<file path="src/rtl/ll_pkg.sv">
package ll_pkg;
  localparam int CODE_W    = 6;
  localparam int SEG_W     = 2;
  localparam int POS_W     = CODE_W - SEG_W;
  localparam int BANK_REFS = (1 << SEG_W) + 1;
  localparam int REF_LAST  = 2 * BANK_REFS - 1;
  localparam int REF_W     = $clog2(REF_LAST + 1);

  typedef logic [CODE_W-1:0] code_t;

  typedef enum logic {
    BANK_UPPER = 1'b0,
    BANK_LOWER = 1'b1
  } bank_e;

  typedef struct packed {
    logic [SEG_W-1:0] seg;
    logic [POS_W-1:0] pos;
    logic             at_end;
    logic [REF_W-1:0] near;
    logic [REF_W-1:0] far;
  } tap_t;

  // Upper bank counts taps upward from reference 0; lower bank mirrors
  // from the last reference downward.
  function automatic tap_t map_code(input code_t c, input bank_e b);
    tap_t t;
    logic [SEG_W-1:0] s;
    s        = c[CODE_W-1 -: SEG_W];
    t.seg    = s;
    t.pos    = c[POS_W-1:0];
    t.at_end = &c;
    if (b == BANK_UPPER) begin
      t.near = REF_W'(s);
      t.far  = REF_W'(s) + REF_W'(1);
    end else begin
      t.near = REF_W'(REF_LAST) - REF_W'(s);
      t.far  = REF_W'(REF_LAST - 1) - REF_W'(s);
    end
    return t;
  endfunction
endpackage

</file>
<file path="src/rtl/ll_strobe_edge.sv">
module ll_strobe_edge (
  input  logic clk,
  input  logic rst_n,
  input  logic strobe,
  output logic rise,
  output logic fall,
  output logic held,
  output logic drive_on
);
  logic strb_q;
  logic en_q;

  always_ff @(posedge clk or negedge rst_n) begin
    if (!rst_n) begin
      strb_q <= 1'b0;
      en_q   <= 1'b0;
    end else begin
      strb_q <= strobe;
      if (strobe) begin
        en_q <= 1'b0;
      end else if (strb_q) begin
        en_q <= 1'b1;
      end
    end
  end

  assign rise     = strobe & ~strb_q;
  assign fall     = ~strobe & strb_q;
  assign held     = strb_q;
  assign drive_on = en_q;

  // outputs stay off while the strobe is seen high
  p_hiz_while_high_r3: assert property (@(posedge clk) disable iff (!rst_n)
    strb_q |-> !en_q);

  // enable only ever comes up on a falling edge
  p_en_on_fall_r4: assert property (@(posedge clk) disable iff (!rst_n)
    $rose(en_q) |-> $past(fall));

  // strobe high for at least two clocks before it falls
  p_min_width_r11: assert property (@(posedge clk) disable iff (!rst_n)
    fall |-> $past(strb_q));
endmodule

</file>
<file path="src/rtl/ll_line_store.sv">
module ll_line_store
  import ll_pkg::*;
#(
  parameter int NUM_COL = 12
) (
  input  logic                       clk,
  input  logic                       rst_n,
  input  logic                       rise,
  input  logic                       fall,
  input  logic                       pol_in,
  input  logic [NUM_COL*CODE_W-1:0]  line_in,
  output code_t [NUM_COL-1:0]        drive_code,
  output logic                       drive_pol
);
  code_t [NUM_COL-1:0] latch_q;
  code_t [NUM_COL-1:0] drive_q;
  logic                pol_q;
  logic                dpol_q;

  for (genvar i = 0; i < NUM_COL; i++) begin : g_col
    always_ff @(posedge clk or negedge rst_n) begin
      if (!rst_n) begin
        latch_q[i] <= '0;
        drive_q[i] <= '0;
      end else begin
        if (rise) latch_q[i] <= line_in[i*CODE_W +: CODE_W];
        if (fall) drive_q[i] <= latch_q[i];
      end
    end
  end

  always_ff @(posedge clk or negedge rst_n) begin
    if (!rst_n) begin
      pol_q  <= 1'b0;
      dpol_q <= 1'b0;
    end else begin
      if (rise) pol_q  <= pol_in;
      if (fall) dpol_q <= pol_q;
    end
  end

  assign drive_code = drive_q;
  assign drive_pol  = dpol_q;

  // display latch moves only on a rising edge
  p_latch_hold_r2: assert property (@(posedge clk) disable iff (!rst_n)
    !rise |=> $stable(latch_q));

  // driven line moves only on a falling edge
  p_drive_hold_r12: assert property (@(posedge clk) disable iff (!rst_n)
    !fall |=> ($stable(drive_q) && $stable(dpol_q)));
endmodule

</file>
<file path="src/rtl/ll_col_map.sv">
module ll_col_map
  import ll_pkg::*;
#(
  parameter int NUM_COL = 12
) (
  input  code_t [NUM_COL-1:0]       drive_code,
  input  logic                      drive_pol,
  output logic [NUM_COL*CODE_W-1:0] code_o,
  output logic [NUM_COL-1:0]        bank_o,
  output logic [NUM_COL*SEG_W-1:0]  seg_o,
  output logic [NUM_COL*POS_W-1:0]  pos_o,
  output logic [NUM_COL-1:0]        end_o,
  output logic [NUM_COL*REF_W-1:0]  near_o,
  output logic [NUM_COL*REF_W-1:0]  far_o
);
  for (genvar i = 0; i < NUM_COL; i++) begin : g_col
    localparam logic ODD_IDX = 1'(i % 2);
    bank_e bank;
    tap_t  tap;

    always_comb begin
      bank = bank_e'(drive_pol ^ ODD_IDX);
      tap  = map_code(drive_code[i], bank);
    end

    assign code_o[i*CODE_W +: CODE_W] = drive_code[i];
    assign bank_o[i]                  = bank;
    assign seg_o[i*SEG_W +: SEG_W]    = tap.seg;
    assign pos_o[i*POS_W +: POS_W]    = tap.pos;
    assign end_o[i]                   = tap.at_end;
    assign near_o[i*REF_W +: REF_W]   = tap.near;
    assign far_o[i*REF_W +: REF_W]    = tap.far;

    // the end point lands on the bank's inner reference
    always_comb begin
      if (tap.at_end) begin
        p_end_ref_r10: assert (tap.far == ((bank == BANK_UPPER) ?
                                REF_W'(BANK_REFS - 1) : REF_W'(BANK_REFS)));
      end
    end
  end
endmodule

</file>
<file path="src/rtl/ll_line_driver.sv">
module ll_line_driver
  import ll_pkg::*;
#(
  parameter int NUM_COL = 12
) (
  input  logic                      clk,
  input  logic                      rst_n,
  input  logic                      line_strobe,
  input  logic                      line_pol,
  input  logic [NUM_COL*CODE_W-1:0] line_codes,
  output logic [NUM_COL*CODE_W-1:0] col_code,
  output logic [NUM_COL-1:0]        col_bank,
  output logic [NUM_COL*SEG_W-1:0]  col_seg,
  output logic [NUM_COL*POS_W-1:0]  col_pos,
  output logic [NUM_COL-1:0]        col_end,
  output logic [NUM_COL*REF_W-1:0]  col_ref_near,
  output logic [NUM_COL*REF_W-1:0]  col_ref_far,
  output logic [NUM_COL-1:0]        col_en
);
  logic                rise;
  logic                fall;
  logic                held;
  logic                drive_on;
  code_t [NUM_COL-1:0] drive_code;
  logic                drive_pol;

  ll_strobe_edge u_edge (
    .clk      (clk),
    .rst_n    (rst_n),
    .strobe   (line_strobe),
    .rise     (rise),
    .fall     (fall),
    .held     (held),
    .drive_on (drive_on)
  );

  ll_line_store #(.NUM_COL(NUM_COL)) u_store (
    .clk        (clk),
    .rst_n      (rst_n),
    .rise       (rise),
    .fall       (fall),
    .pol_in     (line_pol),
    .line_in    (line_codes),
    .drive_code (drive_code),
    .drive_pol  (drive_pol)
  );

  ll_col_map #(.NUM_COL(NUM_COL)) u_map (
    .drive_code (drive_code),
    .drive_pol  (drive_pol),
    .code_o     (col_code),
    .bank_o     (col_bank),
    .seg_o      (col_seg),
    .pos_o      (col_pos),
    .end_o      (col_end),
    .near_o     (col_ref_near),
    .far_o      (col_ref_far)
  );

  assign col_en = {NUM_COL{drive_on}};

  // strobe high at the port keeps enables off one edge later
  p_strobe_hiz_r3: assert property (@(posedge clk) disable iff (!rst_n)
    line_strobe |=> (col_en == '0));

  // enables and fresh codes arrive together after the strobe drops
  p_codes_with_en_r4: assert property (@(posedge clk) disable iff (!rst_n)
    (held && !line_strobe) |=> (col_en == '1));
endmodule

</file>
<file path="config.mk">
export PLATFORM = sky130hd
export DESIGN_NAME = ll_line_driver
export DESIGN_NICKNAME = d
export VERILOG_FILES = /design/src/rtl/ll_pkg.sv /design/src/rtl/ll_strobe_edge.sv /design/src/rtl/ll_line_store.sv /design/src/rtl/ll_col_map.sv /design/src/rtl/ll_line_driver.sv
export SDC_FILE = /design/constraint.sdc
export NUM_CORES = 1
export LEC_CHECK = 0
export ABC_AREA = 0
export BUFFER_PORTS_ARGS = -buffer_cell sky130_fd_sc_hd__buf_2
export CORE_MARGIN = 5
export CORE_UTILIZATION = 49
export CTS_CLUSTER_SIZE = 8
export DETAILED_ROUTE_END_ITERATION = 8
export GPL_TIMING_DRIVEN = 0
export PLACE_DENSITY = 0.77
export SLEW_MARGIN = 5
export SYNTH_ARGS = -nofsm -noshare
export SYNTH_HDL_FRONTEND = slang
export SYNTH_HIERARCHICAL = 1
export SYNTH_SLANG_ARGS = --single-unit
</file>
<file path="constraint.sdc">
create_clock -name clk -period 1.7 [get_ports clk]
set_input_delay 0.34 -clock clk [delete_from_list [all_inputs] [get_ports clk]]
set_output_delay 0.34 -clock clk [all_outputs]
set_load 0.01 [all_outputs]
</file>
==> impl_metrics.prom <==
# TYPE chip_impl_metric gauge
chip_impl_metric{name="totalWireLength",unit="µm"} 25000
chip_impl_metric{name="buffer_ports.inserted",unit=""} 351
chip_impl_info{name="synth_largest_area_cell",value="sky130_fd_sc_hd__dfrtp_1"} 1
chip_impl_metric{name="core_area",unit="µm²"} 17300
chip_impl_metric{name="max_buffers_root_to_sink",unit=""} 2
chip_impl_info{name="status",value="complete, but fails checks"} 1
chip_impl_metric{name="fin_area",unit="µm²"} 12600
chip_impl_info{name="violated_checks",value="setup timing"} 1
chip_impl_info{name="setup_repair_after_global_routing_missed_its_margin",value="yes"} 1
chip_impl_metric{name="htree_num_levels",unit=""} 4
chip_impl_metric{name="drc_errors",unit=""} 0
chip_impl_metric{name="globalRoute.totalOverflow",unit=""} 0
chip_impl_metric{name="detailed_place.area",unit="µm²"} 10700
chip_impl_metric{name="ir_worst_vdd",unit="V"} 0.000802
chip_impl_metric{name="skew",unit="ps"} 5.51
chip_impl_metric{name="cts.sinks",unit=""} 148
chip_impl_metric{name="antenna_violating_nets_post_route",unit=""} 0
chip_impl_metric{name="yosys_register_bits",unit=""} 148
chip_impl_metric{name="final.setup.worst_slack",unit="ps"} -187
chip_impl_metric{name="final_period_minus_worst_setup_slack",unit="ps"} 1890
chip_impl_metric{name="fmax",unit="GHz"} 0.530
chip_impl_metric{name="clock_power_share",unit="%"} 22.5
chip_impl_metric{name="synth.top_cell.area_share",unit="%"} 42.9
chip_impl_metric{name="insertedDiodeCount",unit=""} 0
chip_impl_metric{name="worst-endpoint-required",unit="ps"} 1360
chip_impl_metric{name="synthesis.instances",unit=""} 671
chip_impl_metric{name="timing.critical_path.arrival",unit="ps"} 1550
chip_impl_metric{name="clkTransAtPathRegs",unit="ps"} 60
chip_impl_metric{name="grt_antenna_before_repair",unit=""} 0
chip_impl_info{name="classification_of_the_worst_setup_path",value="register to primary output"} 1
chip_impl_metric{name="cellPowerDensity",unit="nW/µm²"} 1360
chip_impl_metric{name="fp.dieArea",unit="µm²"} 20400
chip_impl_metric{name="combinationalPowerShare",unit="%"} 48.6
chip_impl_metric{name="floorplan.initialDensity",unit="%"} 49.9
chip_impl_metric{name="layout-area-overhead-vs-synth",unit="%"} 46.0
chip_impl_metric{name="finalSetupViolCount",unit=""} 79
chip_impl_metric{name="synth.cell_area",unit="µm²"} 8630
chip_impl_metric{name="crit_fanout",unit=""} 10
chip_impl_metric{name="drt_iter0_drc",unit=""} 220
chip_impl_info{name="critical_path_capture_point_type",value="primary output"} 1
chip_impl_info{name="timing.critical_path.from_type",value="register"} 1
chip_impl_metric{name="swShare",unit="%"} 33.3
chip_impl_info{name="synthTopCellsByArea",value="sky130_fd_sc_hd__dfrtp_1 43%, sky130_fd_sc_hd__mux2_4 24%, sky130_fd_sc_hd__buf_4 16%"} 1
chip_impl_metric{name="cap_viol_max_count",unit=""} 0
chip_impl_metric{name="sequential_cell_fraction_of_total_power",unit="%"} 29.0
chip_impl_metric{name="drt_first_pass_iters",unit=""} 4
chip_impl_metric{name="post_synth_net_total",unit=""} 771
chip_impl_metric{name="synth_area_per_cell",unit="µm²"} 12.9
chip_impl_metric{name="layout.core_utilization",unit="%"} 72.8
chip_impl_metric{name="grt_max_degree",unit=""} 76
chip_impl_metric{name="total_switching_power",unit="mW"} 5.72
chip_impl_metric{name="static_leak",unit="nW"} 6.63
chip_impl_metric{name="yosysWarnings",unit=""} 6
chip_impl_info{name="hp-class",value="input port to register"} 1
chip_impl_metric{name="die_h",unit="µm"} 143
chip_impl_metric{name="synth.distinct_cells",unit=""} 26
chip_impl_metric{name="timing.final.hold_violations",unit=""} 0
chip_impl_metric{name="post_route_cells_drive_above_1_share",unit="%"} 81.8
chip_impl_metric{name="vias",unit=""} 6145
chip_impl_metric{name="number_of_buffers_created_by_cts",unit=""} 17
chip_impl_metric{name="setup-tns-final",unit="ps"} -9480
chip_impl_metric{name="first_global_vias",unit=""} 6375
chip_impl_metric{name="worst_hold_margin",unit="ps"} 73.9
chip_impl_info{name="final_common_cell",value="sky130_fd_sc_hd__buf_2"} 1
chip_impl_metric{name="timing.max_slew.rel_slack",unit="%"} 52.7
chip_impl_metric{name="synth-seq-area-share",unit="%"} 42.9
chip_impl_metric{name="floorplan.rows",unit=""} 48
chip_impl_metric{name="timing_max_transition_violations_final",unit=""} 0
chip_impl_metric{name="detail_route.wl_per_cell",unit="µm"} 18.9
chip_impl_metric{name="clk-insertion-delay-late",unit="ps"} 410
chip_impl_metric{name="worstMarginPinSlew",unit="ps"} 710
chip_impl_metric{name="place_ws",unit="ps"} -201
chip_impl_metric{name="internal_power",unit="mW"} 11.5
chip_impl_metric{name="vias_per_cell",unit=""} 4.65
chip_impl_info{name="tritoncts",value="done"} 1
chip_impl_metric{name="dp_hpwl",unit="µm"} 16300
chip_impl_info{name="buffer_type_at_the_clock_tree_root",value="sky130_fd_sc_hd__clkbuf_16"} 1
chip_impl_info{name="mostFrequentLayoutCells",value="323 x sky130_fd_sc_hd__buf_2, 209 x sky130_fd_sc_hd__buf_4, 140 x sky130_fd_sc_hd__mux2_4"} 1
chip_impl_metric{name="n_fill_cell",unit=""} 1103
chip_impl_metric{name="floorplan.io_pins",unit=""} 352
chip_impl_metric{name="grt_pass1_wl",unit="µm"} 35400
chip_impl_metric{name="global_placer_s_final_weighted_congestion",unit=""} 0.815
chip_impl_metric{name="min_period_over_period",unit="%"} 111
chip_impl_metric{name="globalRouteTotalUtil",unit="%"} 22.5
chip_impl_metric{name="floorplan.die.width",unit="µm"} 143
chip_impl_metric{name="finish.net_count",unit=""} 1184
## cells by family (layout without fill, tap and decap cells)
logic type / Yosys count / count (layout) / synth area share, %
XOR/XNOR: 12 / 12 / 1.22
buffers and inverters: 260 / 685 / 22.5
adder cells (fa/ha/maj): 24 / 24 / 3.48
AO/OA/AOI/OAI: 9 / 9 / 0.580
AND/OR/NAND/NOR: 69 / 69 / 3.83
flip-flops: 148 / 148 / 42.9
multiplexers: 149 / 149 / 25.5
## area by class of cell
| type | count | area (µm²) | area share (%) |
|---|---|---|---|
| multi-input cells | 263 | 3510 | 27.8 |
| plain buffers | 202 | 1800 | 14.3 |
| clock inverters | 9 | 126 | 1.00 |
| well taps | 225 | 282 | 2.23 |
| flip-flops and latches | 148 | 3740 | 29.7 |
| inverters | 46 | 183 | 1.45 |
| repair buffers | 406 | 2480 | 19.7 |
| clock buffers | 22 | 484 | 3.84 |
## synthesized netlist by cell type
cell type                  number
sky130_fd_sc_hd__nor2_1        38
sky130_fd_sc_hd__mux2i_1        3
sky130_fd_sc_hd__buf_6          3
sky130_fd_sc_hd__buf_12        15
sky130_fd_sc_hd__a21oi_1        6
sky130_fd_sc_hd__nor2b_1        6
sky130_fd_sc_hd__inv_1         45
sky130_fd_sc_hd__and2b_2        2
sky130_fd_sc_hd__xor2_1         7
sky130_fd_sc_hd__dfrtp_1      148
sky130_fd_sc_hd__ha_1          24
sky130_fd_sc_hd__nand2b_1       2
sky130_fd_sc_hd__buf_2          1
sky130_fd_sc_hd__inv_2          1
sky130_fd_sc_hd__nand2_1        3
sky130_fd_sc_hd__xnor2_1        5
sky130_fd_sc_hd__mux2_4       140
sky130_fd_sc_hd__buf_4        182
sky130_fd_sc_hd__o21ba_2        1
sky130_fd_sc_hd__buf_8          1
sky130_fd_sc_hd__clkbuf_1      12
sky130_fd_sc_hd__mux2_2         6
sky130_fd_sc_hd__nand4_1        9
sky130_fd_sc_hd__and2_1         6
sky130_fd_sc_hd__nand3_1        3
sky130_fd_sc_hd__o21ai_0        2
## flip-flops by register name, indices dropped and copies added (netlist names)
signal,cells
u_edge/drive_on,1
u_edge/held,1
u_store/pol_q,1
u_store/latch_q,72
u_store/drive_code,72
u_store/drive_pol,1
## power groups by stage
stage / Clock (mW) / Combinational, mW / Sequential [mW]
floorplan: 0 / 4.34 / 4.79
global placement: 0 / 6.48 / 5.05
detailed placement: 0 / 6.59 / 5.09
CTS: 3.93 / 7.54 / 4.94
global route: 4.08 / 8.89 / 5.08
finish: 3.86 / 8.35 / 4.98
## final timing paths
kind	startpoint	endpoint	slack [ps]	cells after the start
max	u_store/drive_pol	col_ref_near[36]	-190	5
max in group asynchronous	rst_n	u_store/drive_code[64]	360	3
max reg2reg	u_edge/held	u_store/latch_q[53]	210	4
min in group asynchronous	rst_n	u_store/latch_q[8]	520	2
min	line_strobe	u_edge/held	70	1
min reg2reg	u_store/latch_q[71]	u_store/drive_code[71]	510	1
## per-layer routing
layer	track usage [%]	up-vias	part of all wire [%]
met5	0	-	0
met4	7.10	0	2.0
met2	40.4	267	52
li1	-	2809	-
met1	26.5	3034	38
met3	5.69	35	7.4
## per-stage QoR
step | cells | total power [mW]
after CTS | 1324 | 16.4
after floorplan | 671 | 9.12
after global routing | 1321 | 18.1
final | 1321 | 17.2
after detailed placement | 1248 | 11.7
after global placement | 1247 | 11.5
## worst max-delay path, stage by stage, from the launching register on
cell	delay (ps)
sky130_fd_sc_hd__dfrtp_2	380
sky130_fd_sc_hd__buf_12	160
sky130_fd_sc_hd__buf_12	180
sky130_fd_sc_hd__xor2_1	210
sky130_fd_sc_hd__inv_1	50
sky130_fd_sc_hd__buf_2	140
## repair_timing
action	4_1_cts	5_1_grt
cloned	0	3
hold buffers	1	0
resized for setup	104	102
endpoints found under the setup margin	101	117
pin swaps	6	14
setup buffers	48	4
endpoints found under the hold margin	74	0
Power figures use the tool's default switching activity.
